`src/rtl/fpred_pkg.sv`:
```
// Package: shared branch-kind encoding and address constants for the
// fetch target predictor. Assumes 4-byte aligned instructions.
package fpred_pkg;
    typedef enum logic [1:0] {
        BK_DIRECT   = 2'd0,
        BK_CALL     = 2'd1,
        BK_RETURN   = 2'd2,
        BK_INDIRECT = 2'd3
    } br_kind_e;

    localparam int unsigned WORD_SHIFT = 2;
endpackage

```
`src/rtl/fpred_btb.sv`:
```
// Direct-mapped branch target buffer. Lookup is combinational on a
// word address; a single write port installs an entry at the clock.
// Assumes ENTRIES is a power of two. Only valid bits are reset.
module fpred_btb #(
    parameter int unsigned ENTRIES = 16,
    parameter int unsigned AW      = 32
) (
    input  logic                  clk,
    input  logic                  rst_n,
    input  logic [AW-3:0]         lk_wa,
    output logic                  lk_hit,
    output logic [1:0]            lk_kind,
    output logic [AW-1:0]         lk_target,
    input  logic                  wr_en,
    input  logic [AW-3:0]         wr_wa,
    input  logic [1:0]            wr_kind,
    input  logic [AW-1:0]         wr_target
);
    localparam int unsigned WA = AW - 2;
    localparam int unsigned IW = $clog2(ENTRIES);
    localparam int unsigned TW = WA - IW;

    logic [ENTRIES-1:0] vld_q;
    logic [TW-1:0]      tag_q  [ENTRIES];
    logic [1:0]         kind_q [ENTRIES];
    logic [AW-1:0]      tgt_q  [ENTRIES];

    logic [IW-1:0] lk_idx, wr_idx;
    assign lk_idx = lk_wa[IW-1:0];
    assign wr_idx = wr_wa[IW-1:0];

    // Valid bits: cleared by reset, set by an install.
    always_ff @(posedge clk) begin
        if (!rst_n) begin
            vld_q <= '0;
        end else if (wr_en) begin
            vld_q[wr_idx] <= 1'b1;
        end
    end

    // Entry payload: tag, kind and target written on install.
    always_ff @(posedge clk) begin
        if (wr_en) begin
            tag_q[wr_idx]  <= wr_wa[WA-1:IW];
            kind_q[wr_idx] <= wr_kind;
            tgt_q[wr_idx]  <= wr_target;
        end
    end

    // Lookup: hit needs a valid entry with a matching tag.
    always_comb begin
        lk_hit    = vld_q[lk_idx] && (tag_q[lk_idx] == lk_wa[WA-1:IW]);
        lk_kind   = kind_q[lk_idx];
        lk_target = tgt_q[lk_idx];
    end
endmodule

```
`src/rtl/fpred_ras.sv`:
```
// Circular return address stack. A push on a full stack overwrites the
// oldest entry; a pop on an empty stack does nothing. The top entry and
// an occupancy count are visible combinationally. Assumes DEPTH is a
// power of two and that push and pop are never requested together.
module fpred_ras #(
    parameter int unsigned DEPTH = 8,
    parameter int unsigned AW    = 32
) (
    input  logic                         clk,
    input  logic                         rst_n,
    input  logic                         push,
    input  logic [AW-1:0]                push_addr,
    input  logic                         pop,
    output logic                         top_valid,
    output logic [AW-1:0]                top_addr,
    output logic [$clog2(DEPTH+1)-1:0]   cnt
);
    localparam int unsigned PW = $clog2(DEPTH);
    localparam int unsigned CW = $clog2(DEPTH + 1);
    localparam logic [CW-1:0] FULL = CW'(DEPTH);

    logic [AW-1:0] stk_q [DEPTH];
    logic [PW-1:0] ptr_q;
    logic [CW-1:0] cnt_q;
    logic [PW-1:0] top_ptr;

    assign top_ptr = ptr_q - PW'(1);

    // Pointer and occupancy: advance on push, retreat on a non-empty pop.
    always_ff @(posedge clk) begin
        if (!rst_n) begin
            ptr_q <= '0;
            cnt_q <= '0;
        end else if (push) begin
            ptr_q <= ptr_q + PW'(1);
            if (cnt_q != FULL) cnt_q <= cnt_q + CW'(1);
        end else if (pop && (cnt_q != '0)) begin
            ptr_q <= top_ptr;
            cnt_q <= cnt_q - CW'(1);
        end
    end

    // Storage: a push writes the slot the pointer names.
    always_ff @(posedge clk) begin
        if (push) stk_q[ptr_q] <= push_addr;
    end

    // Outputs: the most recent entry and the occupancy.
    always_comb begin
        top_valid = (cnt_q != '0);
        top_addr  = stk_q[top_ptr];
        cnt       = cnt_q;
    end
endmodule

```
`src/rtl/fpred_ind.sv`:
```
// Tagless indirect target table with a valid bit per entry. Indexed by
// the low word-address bits; trained on every resolved indirect jump.
module fpred_ind #(
    parameter int unsigned ENTRIES = 16,
    parameter int unsigned AW      = 32
) (
    input  logic                         clk,
    input  logic                         rst_n,
    input  logic [$clog2(ENTRIES)-1:0]   lk_idx,
    output logic                         lk_valid,
    output logic [AW-1:0]                lk_target,
    input  logic                         tr_en,
    input  logic [$clog2(ENTRIES)-1:0]   tr_idx,
    input  logic [AW-1:0]                tr_target
);
    logic [ENTRIES-1:0] vld_q;
    logic [AW-1:0]      tgt_q [ENTRIES];

    // Valid bits: cleared by reset, set by training.
    always_ff @(posedge clk) begin
        if (!rst_n) begin
            vld_q <= '0;
        end else if (tr_en) begin
            vld_q[tr_idx] <= 1'b1;
        end
    end

    // Target storage: written by training.
    always_ff @(posedge clk) begin
        if (tr_en) tgt_q[tr_idx] <= tr_target;
    end

    // Lookup of the indexed entry.
    always_comb begin
        lk_valid  = vld_q[lk_idx];
        lk_target = tgt_q[lk_idx];
    end
endmodule

```
`src/rtl/fetch_target_pred.sv`:
```
// Fetch target predictor top. Looks up the BTB on every request, forms
// a branch-detected condition from the hit and the mode input, and uses
// it to gate the return stack and indirect table. The resolve port
// installs BTB entries per the mode-dependent policy, trains the
// indirect table and raises a registered BTB-miss event.
// Assumes cfg_need_hit is held static during operation and that the
// fetch address is word aligned.
module fetch_target_pred
    import fpred_pkg::*;
#(
    parameter int unsigned AW          = 32,
    parameter int unsigned BTB_ENTRIES = 16,
    parameter int unsigned RAS_DEPTH   = 8,
    parameter int unsigned IND_ENTRIES = 16,
    parameter bit          HAS_IND     = 1'b1
) (
    input  logic          clk,
    input  logic          rst_n,
    input  logic          cfg_need_hit,
    input  logic          req_valid,
    input  logic [AW-1:0] req_pc,
    input  logic          req_is_br,
    input  logic [1:0]    req_kind,
    input  logic          req_taken,
    input  logic          res_valid,
    input  logic [AW-3:0] res_pc,
    input  logic [1:0]    res_kind,
    input  logic          res_taken,
    input  logic          res_mispred,
    input  logic          res_btb_hit,
    input  logic [AW-1:0] res_target,
    output logic [AW-1:0] pred_npc,
    output logic          miss_evt
);
    localparam int unsigned   IIW  = $clog2(IND_ENTRIES);
    localparam int unsigned   RCW  = $clog2(RAS_DEPTH + 1);
    localparam logic [AW-1:0] STEP = AW'(4);

    logic          btb_hit;
    logic [1:0]    btb_kind;
    logic [AW-1:0] btb_target;
    logic          btb_we;
    logic [AW-1:0] seq_pc;
    logic          br_detected;
    logic          eff_br;
    logic [1:0]    eff_kind;
    logic          is_call, is_ret, is_ind, is_dir;
    logic          ras_push, ras_pop, ras_top_vld;
    logic [AW-1:0] ras_top;
    logic [RCW-1:0] ras_cnt;
    logic          ind_vld;
    logic [AW-1:0] ind_target;
    logic          ind_train;

    assign seq_pc = req_pc + STEP;

    fpred_btb #(.ENTRIES(BTB_ENTRIES), .AW(AW)) u_btb (
        .clk       (clk),
        .rst_n     (rst_n),
        .lk_wa     (req_pc[AW-1:WORD_SHIFT]),
        .lk_hit    (btb_hit),
        .lk_kind   (btb_kind),
        .lk_target (btb_target),
        .wr_en     (btb_we),
        .wr_wa     (res_pc),
        .wr_kind   (res_kind),
        .wr_target (res_target)
    );

    fpred_ras #(.DEPTH(RAS_DEPTH), .AW(AW)) u_ras (
        .clk       (clk),
        .rst_n     (rst_n),
        .push      (ras_push),
        .push_addr (seq_pc),
        .pop       (ras_pop),
        .top_valid (ras_top_vld),
        .top_addr  (ras_top),
        .cnt       (ras_cnt)
    );

    assign ind_train = res_valid && (res_kind == BK_INDIRECT);

    generate
        if (HAS_IND) begin : g_ind
            fpred_ind #(.ENTRIES(IND_ENTRIES), .AW(AW)) u_ind (
                .clk       (clk),
                .rst_n     (rst_n),
                .lk_idx    (req_pc[WORD_SHIFT +: IIW]),
                .lk_valid  (ind_vld),
                .lk_target (ind_target),
                .tr_en     (ind_train),
                .tr_idx    (res_pc[IIW-1:0]),
                .tr_target (res_target)
            );
        end else begin : g_no_ind
            assign ind_vld    = 1'b0;
            assign ind_target = '0;
        end
    endgenerate

    // Detection: branch kind comes from the BTB in require-hit mode,
    // from pre-decode otherwise; the gate needs a hit or pre-decode mode.
    always_comb begin
        br_detected = btb_hit || !cfg_need_hit;
        eff_br      = cfg_need_hit ? btb_hit  : req_is_br;
        eff_kind    = cfg_need_hit ? btb_kind : req_kind;
        is_call = req_valid && br_detected && eff_br && (eff_kind == BK_CALL);
        is_ret  = req_valid && br_detected && eff_br && (eff_kind == BK_RETURN);
        is_ind  = req_valid && br_detected && eff_br && (eff_kind == BK_INDIRECT);
        is_dir  = req_valid && br_detected && eff_br && (eff_kind == BK_DIRECT);
        ras_push = is_call;
        ras_pop  = is_ret;
    end

    // Next-PC selection: fall through unless a detected branch has a target.
    always_comb begin
        pred_npc = seq_pc;
        if (is_call && btb_hit) begin
            pred_npc = btb_target;
        end else if (is_ret && ras_top_vld) begin
            pred_npc = ras_top;
        end else if (is_ind && req_taken) begin
            if (ind_vld)      pred_npc = ind_target;
            else if (btb_hit) pred_npc = btb_target;
        end else if (is_dir && req_taken && btb_hit) begin
            pred_npc = btb_target;
        end
    end

    // BTB install policy on a taken misprediction, chosen by the mode.
    always_comb begin
        btb_we = 1'b0;
        if (res_valid && res_taken && res_mispred) begin
            if (cfg_need_hit)
                btb_we = 1'b1;
            else if ((res_kind == BK_DIRECT) || (res_kind == BK_CALL))
                btb_we = 1'b1;
            else if (!HAS_IND && (res_kind != BK_RETURN))
                btb_we = 1'b1;
        end
    end

    // Miss event: one-cycle pulse after a taken mispredict that missed.
    always_ff @(posedge clk) begin
        if (!rst_n) miss_evt <= 1'b0;
        else        miss_evt <= res_valid && res_taken && res_mispred && !res_btb_hit;
    end
endmodule

```
`config.mk`:
```
export PLATFORM = sky130hd
export DESIGN_NAME = fetch_target_pred
export DESIGN_NICKNAME = d
export VERILOG_FILES = /design/src/rtl/fpred_pkg.sv /design/src/rtl/fpred_btb.sv /design/src/rtl/fpred_ras.sv /design/src/rtl/fpred_ind.sv /design/src/rtl/fetch_target_pred.sv
export SDC_FILE = /design/constraint.sdc
export NUM_CORES = 2
export LEC_CHECK = 0
export BUFFER_PORTS_ARGS = -buffer_cell sky130_fd_sc_hd__buf_2
export CORE_MARGIN = 2
export CORE_UTILIZATION = 35
export DETAILED_ROUTE_END_ITERATION = 8
export GPL_ROUTABILITY_DRIVEN = 1
export PLACE_DENSITY_LB_ADDON = 0.15
export SYNTH_ARGS = -nofsm -noshare
export SYNTH_HDL_FRONTEND = slang
export SYNTH_SLANG_ARGS = --single-unit
```
`constraint.sdc`:
```
create_clock -name clk -period 24.9 [get_ports clk]
set_input_delay 7.47 -clock clk [delete_from_list [all_inputs] [get_ports clk]]
set_output_delay 7.47 -clock clk [all_outputs]
set_load 0.005 [all_outputs]
```
==> out/metrics.csv <==
metric;value;unit
Net Sw Frac;0.220;
Setup TNS;0;ns
final core occ;0.404;
syn_area_per_cell;21.1;µm²
clock latency on the worst-skew pair;0.84;ns
most frequent cells in the layout;edfxtp_1, mux4_2, clkbuf_16;
Main synth FF type;edfxtp_1;
ranking of synthesized cells by area;edfxtp_1, mux4_2, mux2i_1;
via count;34700;
largest net degree at the start of global routing;131;
worst hold slack;0.464;ns
minimum clock period;20.50;ns
CTS Buf Count;187;
Root Buffer;clkbuf_16;
# setup viols final;0;
FF+latch area;52700;µm²
Fill cells;17600;
IO Count;141;
Post-CTS Setup Bufs;0;
synth warn;0;
MaxCap Viol Count;0;
NetSw;1.42;mW
initial core utilization;0.352;
unrepaired setup endpoints after global routing;no;
Pleak;25.2;nW
DIE AREA;204000;µm²
Crit path required time;17.43;ns
Post-synth EDFFs;1728;
Iter 0 DRT Violations;3319;
R2R cell count;11;
IO buf count;140;
fmax;48.8;MHz
Die W;452;µm
Area Growth Syn to Fin;14.8;%
area share of the largest cell type after synthesis;0.738;
worst-path cell chain;buf_8, buf_4, mux4_2, mux4_2, xor2_1, or4_1, nor4b_2, a31oi_4, buf_4, or2_2, a211oi_1, a211o_1, buf_2;
# resized after CTS;0;
setup ws final;4.40;ns
Mapped Area;70300;µm²
Peak supply drop;0.0697;mV
WL final;201000;µm
Die Y;452;µm
Clock power frac;0.435;
CTS tree;built;
run status;finished clean;
CP Class;in -> out;
critical path endpoint category;output pin;
Cells after Synth;3327;
routed vias/inst;5.42;
Yosys cell types;82;
Pwr Density;79.8;nW/µm²
initial antenna violation count;35;
area of the multi-input gates;16800;µm²
WL per Instance;31.4;µm
period utilisation layout;0.823;
grt ovf;0;
syn nets;3441;
Max Root-Sink Buffers;3;
Residual DRC;0;
first-pass GRT wire length;283000;µm
most common cell after layout, fill and taps aside;edfxtp_1;
worst slack, placed;4.35;ns
DR pass1 iterations;7;
register area share after synthesis;0.750;
gpl congestion;0.924;
Final Hold Viols;0;
Hold-fix buffers, CTS;0;
Critical Path Max Stage Delay;0.76;ns
Sink Count;1768;
worst slew pin tran;1.24;ns
WHS Path Cells;1;
Antenna Violating Nets Remaining;0;
#FFs+latches synth;1768;
Comb pwr share;0.054;
CORE AREA;200000;µm²
crit path launch type;primary input;
detailed placement HPWL;117000;µm
Worst slew margin;0.166;
CP Max Fanout;59;
Worst EP arrival;13.03;ns
Critical Path Slowest Stage Cell;buf_4;
row count;164;
Tightest Hold Check Type;reg -> reg;
fraction of registers with async set/reset;0;
Flop pwr share;0.511;
number of global-route vias before repair;35300;
Pint;5.02;mW
clk_skew;0.0427;ns
clock slew at reported path FFs;0.06;ns
htree depth;4;
nets;3684;
Total GRT Usage;0.196;
Final Max Tran Viols;0;
area leader, netlist;edfxtp_1;
share of cells above drive strength 1;0.286;
==> routing by layer <==
layer / track usage / up-vias / part of all wire
li1: - / 14500 / -
met2: 0.320 / 971 / 0.48
met5: 0 / - / 0.00029
met3: 0.0312 / 284 / 0.047
met4: 0.0582 / 10 / 0.029
met1: 0.271 / 19000 / 0.44
==> kinds of logic after synthesis <==
logic type / after synthesis / share of synthesized area
flops: 1768 / 0.750
mux: 603 / 0.168
simple gates: 387 / 0.0280
compound gates: 279 / 0.0308
buf+inv: 232 / 0.0161
xor+xnor: 52 / 0.00648
fa+ha+maj: 6 / 0.00118
==> per-stage QoR <==
stage / cells / total power [mW] / instance area, µm²
floorplan: 3327 / 3.55 / 70300
global placement: 6037 / 3.70 / 74500
detailed placement: 6037 / 3.70 / 74500
CTS: 6386 / 6.51 / 80700
global route: 6389 / 6.64 / 80700
finish: 6394 / 6.44 / 80700
==> path summary, 6_finish.rpt <==
path / from / slack [ns] / endpoint
hold reg to reg: g_ind.u_ind.vld_q[10]$_SDFFE_PN0P_ / 0.46 / g_ind.u_ind.vld_q[10]$_SDFFE_PN0P_
setup reg to reg: u_btb.tag_q[10][4]$_DFFE_PP_ / 19.76 / u_ras.stk_q[4][9]$_DFFE_PP_
setup / recovery: req_pc[2] / 4.40 / pred_npc[27]
hold / removal: g_ind.u_ind.vld_q[10]$_SDFFE_PN0P_ / 0.46 / g_ind.u_ind.vld_q[10]$_SDFFE_PN0P_
==> sequential cells by signal, summed over array words and instances (netlist names) <==
signal             count
u_btb.tag_q          416
u_btb.tgt_q          512
g_ind.u_ind.tgt_q    512
u_ras.stk_q          256
u_ras.cnt              4
miss_evt               1
g_ind.u_ind.vld_q     16
u_ras.ptr_q            3
u_btb.kind_q          32
u_btb.vld_q           16
==> cell type report <==
| cell class | instances | share of cell area |
|---|---|---|
| Antenna cell | 8 | 0.000248 |
| Inverter | 48 | 0.00230 |
| Multi-Input combinational cell | 1327 | 0.209 |
| Tap cell | 2656 | 0.0412 |
| Sequential cell | 1768 | 0.653 |
| Clock inverter | 112 | 0.0148 |
| Clock buffer | 237 | 0.0612 |
| Timing Repair Buffer | 238 | 0.0185 |
==> critical path, delay by kind of cell <==
family / cells / cell delay, ns
xor+xnor: 1 / 0.22
compound gates: 3 / 0.74
mux: 2 / 1.14
buf+inv: 4 / 1.67
simple gates: 3 / 1.67
==> power groups by stage <==
stage	registers, mW	clock network (mW)	logic (mW)
after floorplan	3.35	0	0.198
after global placement	3.35	0	0.353
after detailed placement	3.35	0	0.353
after CTS	3.29	2.86	0.354
after global routing	3.29	2.98	0.371
final	3.29	2.80	0.350
==> Yosys cell counts, drive strengths merged (13+ instances only) <==
library cell  count
nand3            56
nor4             17
a22oi            27
o22ai            13
a21oi            30
mux4            457
xor2             15
nand2           112
clkbuf           95
xnor2            37
nand2b           13
nor3             46
dfxtp            40
mux2             22
nor2             64
mux2i           124
o21a             60
o21ai            16
a211oi           66
edfxtp         1728
inv              47
and3             23
buf              89
No activity file was read; power rests on OpenSTA's default activity.
